--- src/rtl/rs_pkg.sv ---
package rs_pkg;
  typedef enum logic [1:0] {
    PH_FREE = 2'd0,
    PH_WAIT = 2'd1,
    PH_EXEC = 2'd2
  } rs_phase_e;

  localparam int SRC_CNT = 2;
endpackage

--- src/rtl/rs_src_slot.sv ---
module rs_src_slot #(
  parameter int TAG_W  = 4,
  parameter int DATA_W = 16
) (
  input  logic              clk,
  input  logic              rst_n,
  input  logic              load,
  input  logic [TAG_W-1:0]  ld_tag,
  input  logic [DATA_W-1:0] ld_val,
  input  logic              bus_vld,
  input  logic [TAG_W-1:0]  bus_tag,
  input  logic [DATA_W-1:0] bus_data,
  output logic              rdy,
  output logic [TAG_W-1:0]  tag,
  output logic [DATA_W-1:0] val
);
  logic ld_hit;
  logic snoop_hit;

  assign ld_hit    = bus_vld && (bus_tag == ld_tag);
  assign snoop_hit = bus_vld && !rdy && (bus_tag == tag);

  always_ff @(posedge clk) begin
    if (!rst_n) begin
      rdy <= 1'b1;
      tag <= '0;
      val <= '0;
    end else if (load) begin
      tag <= ld_tag;
      if (ld_tag == '0) begin
        rdy <= 1'b1;
        val <= ld_val;
      end else if (ld_hit) begin
        rdy <= 1'b1;
        val <= bus_data;
      end else begin
        rdy <= 1'b0;
      end
    end else if (snoop_hit) begin
      rdy <= 1'b1;
      val <= bus_data;
    end
  end
endmodule

--- src/rtl/rs_entry.sv ---
module rs_entry
  import rs_pkg::*;
#(
  parameter int OP_W   = 4,
  parameter int TAG_W  = 4,
  parameter int DATA_W = 16
) (
  input  logic                             clk,
  input  logic                             rst_n,
  input  logic                             flush,
  input  logic                             alloc,
  input  logic                             grant,
  input  logic [OP_W-1:0]                  in_op,
  input  logic [TAG_W-1:0]                 in_dst,
  input  logic [SRC_CNT-1:0][TAG_W-1:0]    in_tag,
  input  logic [SRC_CNT-1:0][DATA_W-1:0]   in_val,
  input  logic                             bus_vld,
  input  logic [TAG_W-1:0]                 bus_tag,
  input  logic [DATA_W-1:0]                bus_data,
  output logic                             busy,
  output logic                             elig,
  output logic [SRC_CNT-1:0]               src_rdy,
  output logic [SRC_CNT-1:0][TAG_W-1:0]    src_tag,
  output logic [SRC_CNT-1:0][DATA_W-1:0]   src_val,
  output logic [OP_W-1:0]                  op,
  output logic [TAG_W-1:0]                 dst
);
  rs_phase_e phase;

  for (genvar s = 0; s < SRC_CNT; s++) begin : g_src
    rs_src_slot #(.TAG_W(TAG_W), .DATA_W(DATA_W)) slot_i (
      .clk      (clk),
      .rst_n    (rst_n),
      .load     (alloc),
      .ld_tag   (in_tag[s]),
      .ld_val   (in_val[s]),
      .bus_vld  (bus_vld),
      .bus_tag  (bus_tag),
      .bus_data (bus_data),
      .rdy      (src_rdy[s]),
      .tag      (src_tag[s]),
      .val      (src_val[s])
    );
  end

  always_ff @(posedge clk) begin
    if (!rst_n || flush) begin
      phase <= PH_FREE;
    end else begin
      case (phase)
        PH_FREE: if (alloc) phase <= PH_WAIT;
        PH_WAIT: if (grant) phase <= PH_EXEC;
        PH_EXEC: if (bus_vld && bus_tag == dst) phase <= PH_FREE;
        default: phase <= PH_FREE;
      endcase
    end
  end

  always_ff @(posedge clk) begin
    if (!rst_n) begin
      op  <= '0;
      dst <= '0;
    end else if (alloc) begin
      op  <= in_op;
      dst <= in_dst;
    end
  end

  assign busy = (phase != PH_FREE);
  assign elig = (phase == PH_WAIT) && (&src_rdy);
endmodule

--- src/rtl/rs_age_pick.sv ---
module rs_age_pick #(
  parameter int N = 4
) (
  input  logic         clk,
  input  logic         rst_n,
  input  logic [N-1:0] alloc_oh,
  input  logic [N-1:0] elig,
  output logic [N-1:0] pick_oh
);
  // older[i][j] set: entry i was allocated before entry j
  logic [N-1:0][N-1:0] older;

  always_ff @(posedge clk) begin
    if (!rst_n) begin
      older <= '0;
    end else begin
      for (int i = 0; i < N; i++) begin
        for (int j = 0; j < N; j++) begin
          if (i != j) begin
            if (alloc_oh[i])      older[i][j] <= 1'b0;
            else if (alloc_oh[j]) older[i][j] <= 1'b1;
          end
        end
      end
    end
  end

  always_comb begin
    for (int i = 0; i < N; i++) begin
      logic blocked;
      blocked = 1'b0;
      for (int j = 0; j < N; j++) begin
        if (j != i && elig[j] && older[j][i]) blocked = 1'b1;
      end
      pick_oh[i] = elig[i] && !blocked;
    end
  end
endmodule

--- src/rtl/rs_bank.sv ---
module rs_bank
  import rs_pkg::*;
#(
  parameter int ENTRIES = 4,
  parameter int OP_W    = 4,
  parameter int TAG_W   = 4,
  parameter int DATA_W  = 16
) (
  input  logic              clk,
  input  logic              rst_n,
  input  logic              flush,
  input  logic              iss_valid,
  output logic              iss_ready,
  input  logic [OP_W-1:0]   iss_op,
  input  logic [TAG_W-1:0]  iss_tag_a,
  input  logic [DATA_W-1:0] iss_val_a,
  input  logic [TAG_W-1:0]  iss_tag_b,
  input  logic [DATA_W-1:0] iss_val_b,
  input  logic [TAG_W-1:0]  iss_dst,
  input  logic              bc_valid,
  input  logic [TAG_W-1:0]  bc_tag,
  input  logic [DATA_W-1:0] bc_data,
  output logic              disp_valid,
  input  logic              disp_ready,
  output logic [OP_W-1:0]   disp_op,
  output logic [DATA_W-1:0] disp_opnd_a,
  output logic [DATA_W-1:0] disp_opnd_b,
  output logic [TAG_W-1:0]  disp_dst
);
  logic [ENTRIES-1:0]                            ent_busy;
  logic [ENTRIES-1:0]                            ent_elig;
  logic [ENTRIES-1:0][SRC_CNT-1:0]               ent_rdy;
  logic [ENTRIES-1:0][SRC_CNT-1:0][TAG_W-1:0]    ent_tag;
  logic [ENTRIES-1:0][SRC_CNT-1:0][DATA_W-1:0]   ent_val;
  logic [ENTRIES-1:0][OP_W-1:0]                  ent_op;
  logic [ENTRIES-1:0][TAG_W-1:0]                 ent_dst;

  logic [ENTRIES-1:0] free_vec;
  logic [ENTRIES-1:0] low_free;
  logic [ENTRIES-1:0] alloc_oh;
  logic [ENTRIES-1:0] pick_oh;
  logic [ENTRIES-1:0] sel_oh;
  logic [ENTRIES-1:0] grant_oh;
  logic               hold_q;
  logic [ENTRIES-1:0] hold_oh_q;

  logic [SRC_CNT-1:0][TAG_W-1:0]  iss_tags;
  logic [SRC_CNT-1:0][DATA_W-1:0] iss_vals;

  assign iss_tags = {iss_tag_b, iss_tag_a};
  assign iss_vals = {iss_val_b, iss_val_a};

  // Issue side: lowest-index free entry takes the operation
  assign free_vec  = ~ent_busy;
  assign low_free  = free_vec & (~free_vec + 1'b1);
  assign iss_ready = (|free_vec) && !flush;
  assign alloc_oh  = (iss_valid && iss_ready) ? low_free : '0;

  for (genvar e = 0; e < ENTRIES; e++) begin : g_ent
    rs_entry #(.OP_W(OP_W), .TAG_W(TAG_W), .DATA_W(DATA_W)) ent_i (
      .clk      (clk),
      .rst_n    (rst_n),
      .flush    (flush),
      .alloc    (alloc_oh[e]),
      .grant    (grant_oh[e]),
      .in_op    (iss_op),
      .in_dst   (iss_dst),
      .in_tag   (iss_tags),
      .in_val   (iss_vals),
      .bus_vld  (bc_valid),
      .bus_tag  (bc_tag),
      .bus_data (bc_data),
      .busy     (ent_busy[e]),
      .elig     (ent_elig[e]),
      .src_rdy  (ent_rdy[e]),
      .src_tag  (ent_tag[e]),
      .src_val  (ent_val[e]),
      .op       (ent_op[e]),
      .dst      (ent_dst[e])
    );
  end

  rs_age_pick #(.N(ENTRIES)) age_i (
    .clk      (clk),
    .rst_n    (rst_n),
    .alloc_oh (alloc_oh),
    .elig     (ent_elig),
    .pick_oh  (pick_oh)
  );

  // Dispatch side: a stalled offer is pinned until accepted or flushed
  assign sel_oh     = hold_q ? hold_oh_q : pick_oh;
  assign disp_valid = (|sel_oh) && !flush;
  assign grant_oh   = (disp_valid && disp_ready) ? sel_oh : '0;

  always_ff @(posedge clk) begin
    if (!rst_n || flush) begin
      hold_q    <= 1'b0;
      hold_oh_q <= '0;
    end else begin
      hold_q    <= disp_valid && !disp_ready;
      hold_oh_q <= sel_oh;
    end
  end

  always_comb begin
    disp_op     = '0;
    disp_opnd_a = '0;
    disp_opnd_b = '0;
    disp_dst    = '0;
    for (int e = 0; e < ENTRIES; e++) begin
      if (sel_oh[e]) begin
        disp_op     = disp_op     | ent_op[e];
        disp_opnd_a = disp_opnd_a | ent_val[e][0];
        disp_opnd_b = disp_opnd_b | ent_val[e][1];
        disp_dst    = disp_dst    | ent_dst[e];
      end
    end
  end
endmodule

--- config.mk ---
export PLATFORM = sky130hd
export DESIGN_NAME = rs_bank
export DESIGN_NICKNAME = d
export VERILOG_FILES = /design/src/rtl/rs_pkg.sv /design/src/rtl/rs_src_slot.sv /design/src/rtl/rs_entry.sv /design/src/rtl/rs_age_pick.sv /design/src/rtl/rs_bank.sv
export SDC_FILE = /design/constraint.sdc
export NUM_CORES = 1
export LEC_CHECK = 0
export CELL_PAD_IN_SITES_DETAIL_PLACEMENT = 1
export CELL_PAD_IN_SITES_GLOBAL_PLACEMENT = 2
export CORE_AREA = 2 2 199 182
export CTS_BUF_LIST = sky130_fd_sc_hd__clkbuf_2
export DETAILED_ROUTE_END_ITERATION = 12
export DIE_AREA = 0 0 201 184
export GPL_ROUTABILITY_DRIVEN = 0
export PLACE_DENSITY = 0.75
export SLEW_MARGIN = 5
export SYNTH_ARGS = -nofsm -noshare
export SYNTH_HDL_FRONTEND = slang
export SYNTH_SLANG_ARGS = --single-unit
--- constraint.sdc ---
create_clock -name clk -period 3.8 [get_ports clk]
set_input_delay 1.14 -clock clk [delete_from_list [all_inputs] [get_ports clk]]
set_output_delay 1.14 -clock clk [all_outputs]
set_load 0.05 [all_outputs]
== After elaboration in Yosys (flattened, before gate mapping) ==
Cells that the tools add are included.

* Bits in registers: 225
* Input bits: 74
* Output and inout port bits: 42
* Logic and storage cells: 299

* Add/sub/neg operators: 1
* Eq/ne operators: 42
* Multiplexer cells: 87
* Bitwise gates (word level): 16
* Reductions and logical operators: 103

{| class="wikitable"
|+ Operators by type and width
! kind !! count
|-
| $mux 16 || 28
|-
| $or 16x16->16 || 6
|-
| $eq 4x4->1 || 14
|-
| $logic_and 1x1->1 || 47
|-
| $mux 4 || 11
|-
| $mux 1 || 32
|-
| $mux 2 || 12
|-
| $ne 3x3->1 const B || 8
|-
| $or 4x4->4 || 6
|-
| $pmux 2 s3 || 4
|-
| $reduce_and 2->1 || 12
|-
| $reduce_bool 2->1 || 12
|-
| $ne 2x1->1 const B || 8
|-
| $logic_not 1->1 || 15
|-
| $reduce_and 3->1 || 4
|-
| $eq 2x1->1 const B || 4
|-
| $eq 2x2->1 const B || 4
|-
| $logic_not 2->1 || 4
|-
| $logic_not 4->1 || 2
|-
| $ne 2x2->1 const B || 4
|-
| $not 4->4 || 2
|-
| $reduce_or 2->1 || 4
|-
| $reduce_or 4->1 || 2
|-
| $add 4x1->4 const B || 1
|-
| 3 further kinds || 3
|}

== Logic depth before layout (Yosys ltp) ==
* Depth after elaboration: 16
* Gate-level depth with buffers: 9
* Mapped depth without buffers: 5

== Modules after synthesis ==
From an unflattened synthesis, not the netlist that was laid out.

* Cell total of the unflattened synthesis: 1250
* Area total of the unflattened synthesis: 12284.3 µm²

{| class="wikitable"
|+ By module, submodules not included
! module !! times used !! cells an instance !! area each (µm²) !! seq. area each (µm²)
|-
| rs_src_slot || 8 || 108 || 1104.8 || 420.4
|-
| rs_entry || 4 || 42 || 455.4 || 200.2
|-
| rs_bank || 1 || 166 || 1188.6 || 100.1
|-
| rs_age_pick || 1 || 52 || 435.4 || 240.2
|}

== Worst setup path after synthesis ==
Ideal clock, no wire load.

* Kind: input port to output port
* Start: input port flush
* End: output port iss_ready
* Arrival time: 2102 ps
* Required time: 2660 ps
* Path slack: 558 ps
* Stages on the path: 2
* Buffers on the path: 1
* Cell sequence: buf_2 -> a31oi_1

* Cells in the longest elaborated chain, start to end: 2

{| class="wikitable"
|+ RTL lines
! element !! line !! source
|-
| start, declared || rs_bank.sv:11 || <nowiki>input logic flush,</nowiki>
|-
| $logic_not 1->1 || rs_bank.sv:56 || <nowiki>assign iss_ready = (|free_vec) && !flush;</nowiki>
|-
| $logic_and 1x1->1 || rs_bank.sv:56 ||
|-
| end, declared || rs_bank.sv:13 || <nowiki>output logic iss_ready,</nowiki>
|}

No other way between the ends.

== Final worst setup path ==
* Start: register g_ent[2].ent_i.g_src[0].slot_i.rdy
* End: output port disp_opnd_a[2]

* Cells in the longest elaborated chain, start to end: 15
* Elaborated cells between the ends (all ways): 25
* Those cells by class: mux: 10; bitwise: 3; reduce/logical: 12

{| class="wikitable"
|+ RTL lines
! element !! line !! source
|-
| start, declared || rs_src_slot.sv:13 || <nowiki>output logic rdy,</nowiki>
|-
| start signal, assigned || rs_src_slot.sv:25 || <nowiki>rdy <= 1'b1;</nowiki>
|-
| start signal, assigned || rs_src_slot.sv:31 || <nowiki>rdy <= 1'b1;</nowiki>
|-
| start signal, assigned || rs_src_slot.sv:34 || <nowiki>rdy <= 1'b1;</nowiki>
|-
| $reduce_and 2->1 * || rs_entry.sv:70 || <nowiki>assign elig = (phase == PH_WAIT) && (&src_rdy);</nowiki>
|-
| $logic_and 1x1->1 * || rs_entry.sv:70 ||
|-
| $logic_and 1x1->1 || rs_age_pick.sv:33 || <nowiki>if (j != i && elig[j] && older[j][i]) blocked = 1'b1;</nowiki>
|-
| $mux 1 (2 in a row) || rs_age_pick.sv:33 ||
|-
| $logic_not 1->1 || rs_age_pick.sv:35 || <nowiki>pick_oh[i] = elig[i] && !blocked;</nowiki>
|-
| $logic_and 1x1->1 || rs_age_pick.sv:35 ||
|-
| $mux 4 * || rs_bank.sv:92 || <nowiki>assign sel_oh = hold_q ? hold_oh_q : pick_oh;</nowiki>
|-
| $mux 16 || rs_bank.sv:112 || <nowiki>if (sel_oh[e]) begin</nowiki>
|-
| $or 16x16->16 || rs_bank.sv:114 || <nowiki>disp_opnd_a = disp_opnd_a | ent_val[e][0];</nowiki>
|-
| $mux 16 || rs_bank.sv:112 ||
|-
| $or 16x16->16 || rs_bank.sv:114 ||
|-
| $mux 16 || rs_bank.sv:112 ||
|-
| $or 16x16->16 || rs_bank.sv:114 ||
|-
| $mux 16 * || rs_bank.sv:112 ||
|-
| end, declared || rs_bank.sv:26 || <nowiki>output logic [DATA_W-1:0] disp_opnd_a,</nowiki>
|}

Every way passes the cells marked *; elsewhere a longest branch is shown, timed or not.

==> metrics.txt <==
Crit. End Element=primary output; DRT antenna net count=0; FF-to-FF End=g_ent[3].ent_i.g_src[1].slot_i.val[7]; Design Area, Final=about 15,000 um2; largest net degree at the start of global routing=71; Post-synth ARST share=0; initial antenna violation count=3; syn_nets=1,488; number of buffers created by CTS=67; R2R setup slack=1.39 ns; violated checks=negative setup slack; Detailed Route WL=~45,000 um; CP Data Required Time=between 2 and 3 ns; clock root cell=clkbuf_2; M1 GR Usage=0.334; final slew viol count=0; crit path max fanout=6; Layout area overhead=27.6%; vias=between 10,000 and 15,000; Clock transition at path regs=0.11 ns; met3 Use GR=0.0395; hold wc startpoint=g_ent[2].ent_i.op[2]; Worst Hold Path EP=g_ent[2].ent_i.op[2]; FF/Latch Area=4530 um2; layout cells sized above 1=0.210; total power=4.76 mW; Clock Skew=around 0.058 ns; Worst Hold Slack=about 0.46 ns; vias in the first global route=around 12,000; Netlist cell types=56; Top FF cell, synth=dfxtp_1; Max IR drop VDD=125 uV; PortBufs=115; sequential fraction of the synthesis area=0.384; P per Cell Area=318 nW/um2; Vias/cell=5.47; Wirelength per Cell=between 20 and 25 um; Post-Synthesis Cell Area=11,700 um2; H-tree depth=3; fillers=4,152; FP Rows=65; # IOs=roughly 120; max_cap viols=0; Initial Util=0.338; Remaining DRCs=0; die footprint=37,000 um2; Post-Synthesis Cells=1,414; CTS Hold Bufs=0; met2 Use GR=0.383; area of the multi-input gates=between 6000 and 7000 um2; Worst path slowest cell=dfxtp_1; Die Wd=between 200 and 250 um; global route overflow=0; busiest grt layer=met2; Finish-stage setup viols=41; first-pass GRT wire length=69,400 um; Worst slew margin=0.520; total global-route track usage=0.242; EDFF count, synth=0; Sinks on Clock Net=225; final core occ=0.431; Layout Nets=1,642; syn_area_per_cell=8.30 um2; Hold Path Class=register to register; Max Fclk=about 230 MHz; r2r worst-path depth=6; Final Critical Period=4.27 ns; DRT Pass-1 Iters=5; dpl cells=a little under 2,000; number of synthesized register bits=225; CORE AREA=34,700 um2; non-filler instance count after layout=2,089; launching point of the worst reg2reg path=g_ent[3].ent_i.phase[1]; TritonCTS clock tree=built; RSZ-0062 raised after global routing=yes; clock buffer depth=3; 1st-iter DRT viols=876; hold path depth=2; slew at the pin closest to its max-slew limit=0.721 ns; Final Cycle Share=1.12; Setup CP Type=register to primary output; clock insertion delay at the later pin of the skew report=0.89 ns; HPWL Detailed=29,000 um; setup ws final=-0.473 ns; count of final hold-check violations=0; outcome=finished with violations; Worst Setup Start Kind=register; YS warnings=0; CP Cell Sequence=and4b_2 > nand2_1 > a32o_4 > buf_12 > a222oi_1 > nand2_1 > buf_12; die height=184 um; CP max stage delay=approximately 0.43 ns; Leak=5.88 nW; Worst EP arrival=between 3 and 4 ns; Post-DP Area=13,900 um2
layout make-up:
cell class | count | share of cell area
Inverter | 1 | 0.000334
Tap cell | 469 | 0.0392
Timing Repair Buffer | 215 | 0.169
Multi-Input combinational cell | 1058 | 0.449
Clock inverter | 18 | 0.00660
Sequential cell | 225 | 0.303
Antenna cell | 4 | 0.000669
Clock buffer | 99 | 0.0331
power breakdown:
group	total, mW	switching [mW]	internal, mW
Combinational	0.470	0.285	0.185
Clock	1.90	1.14	0.759
Sequential	2.39	0.0144	2.37
Yosys cell counts, types with 6 or more instances:
library cell  instances  share of area
nor2b_1              12         0.0064
nand3b_1              6         0.0038
clkbuf_1             93          0.030
nand2_1             421           0.13
nor3_1                7         0.0030
nor2_1               35          0.011
dfxtp_1             225           0.38
a21oi_1             102          0.044
nand3_1              47          0.020
mux2i_1              64          0.055
mux2_2               24          0.023
a222oi_1             40          0.034
a311oi_2             20          0.026
buf_2                26          0.011
a311oi_1             14          0.010
o21ai_0              31          0.013
mux2_1               40          0.038
o211ai_1             66          0.042
xnor2_1              26          0.019
xor2_1               30          0.022
worst max-delay path by stage:
stage / slack [ns] / startpoint / cells past startpoint / endpoint
floorplan: 0.56 / flush / 2 / iss_ready
global placement: 0.18 / flush / 4 / iss_ready
detailed placement: 0.17 / flush / 7 / g_ent[2].ent_i.g_src[0].slot_i.val[2]
CTS: -0.47 / g_ent[1].ent_i.phase[1] / 7 / disp_opnd_a[2]
global route: -0.59 / g_ent[1].ent_i.phase[1] / 7 / disp_opnd_a[0]
finish: -0.47 / g_ent[2].ent_i.g_src[0].slot_i.rdy / 7 / disp_opnd_a[2]
flip-flops by register name (all words and copies together) (netlist names):
name	count
g_ent.ent_i.g_src.slot_i.val	128
g_ent.ent_i.g_src.slot_i.tag	32
g_ent.ent_i.dst	16
g_ent.ent_i.op	16
age_i.older	12
g_ent.ent_i.g_src.slot_i.rdy	8
g_ent.ent_i.phase	8
hold_oh_q	4
hold_q	1
layout by cell type, fill, tap and decap left out, types with 3 or more instances in the layout:
cell type	count
a21oi_1	100
a222oi_1	40
a22oi_2	3
a311oi_1	14
a311oi_2	20
and4b_2	4
buf_12	51
buf_4	82
buf_6	4
buf_8	3
clkbuf_2	99
clkdlybuf4s50_1	72
clkinv_1	13
dfxtp_1	217
dfxtp_4	6
diode_2	4
mux2_1	40
mux2_2	24
mux2i_1	64
mux2i_2	4
nand2_1	421
nand3_1	47
nand3b_1	6
nor2_1	35
nor2b_1	12
nor3_1	7
nor3_2	4
nor4_4	3
nor4b_1	4
o211ai_1	66
o21ai_0	31
o21ai_1	5
or2_1	3
or2_2	4
xnor2_1	26
xor2_1	30
routing by layer:
layer  vias up  part of all wire
li1       5348                 -
met1      5686              0.48
met2       303              0.45
met3        80             0.053
met4         0             0.022
met5         -                 0
per-stage QoR:
stage / worst slack (ns) / setup TNS, ns
global placement: 0.184 / 0
floorplan: 0.558 / 0
finish: -0.473 / -15.56
detailed placement: 0.167 / 0
global route: -0.592 / -20.56
CTS: -0.475 / -17.22
critical path, delay by kind of cell (launching register included):
family / cells / cell delay (ns)
DFF: 1 / 0.43
and+or+nand+nor: 3 / 0.62
buffers and inverters: 2 / 0.39
AOI/OAI and AO/OA: 2 / 0.80
logic make-up after synthesis:
group / Yosys count / share of synthesized area
AO/OA/AOI/OAI: 301 / 0.192
XOR/XNOR: 56 / 0.0418
buffers and inverters: 131 / 0.0495
flip-flops: 225 / 0.384
multiplexers: 132 / 0.121
AND/OR/NAND/NOR: 569 / 0.212
what timing repair did:
| item | 4_1_cts | 5_1_grt |
|---|---|---|
| pin swaps | 50 | 57 |
| setup buffers | 17 | 7 |
| endpoints found under the setup margin | 41 | 41 |
| gates resized for setup | 35 | 7 |
| cloned | 2 | 3 |
Note: power is estimated with default switching activity, not from simulation.
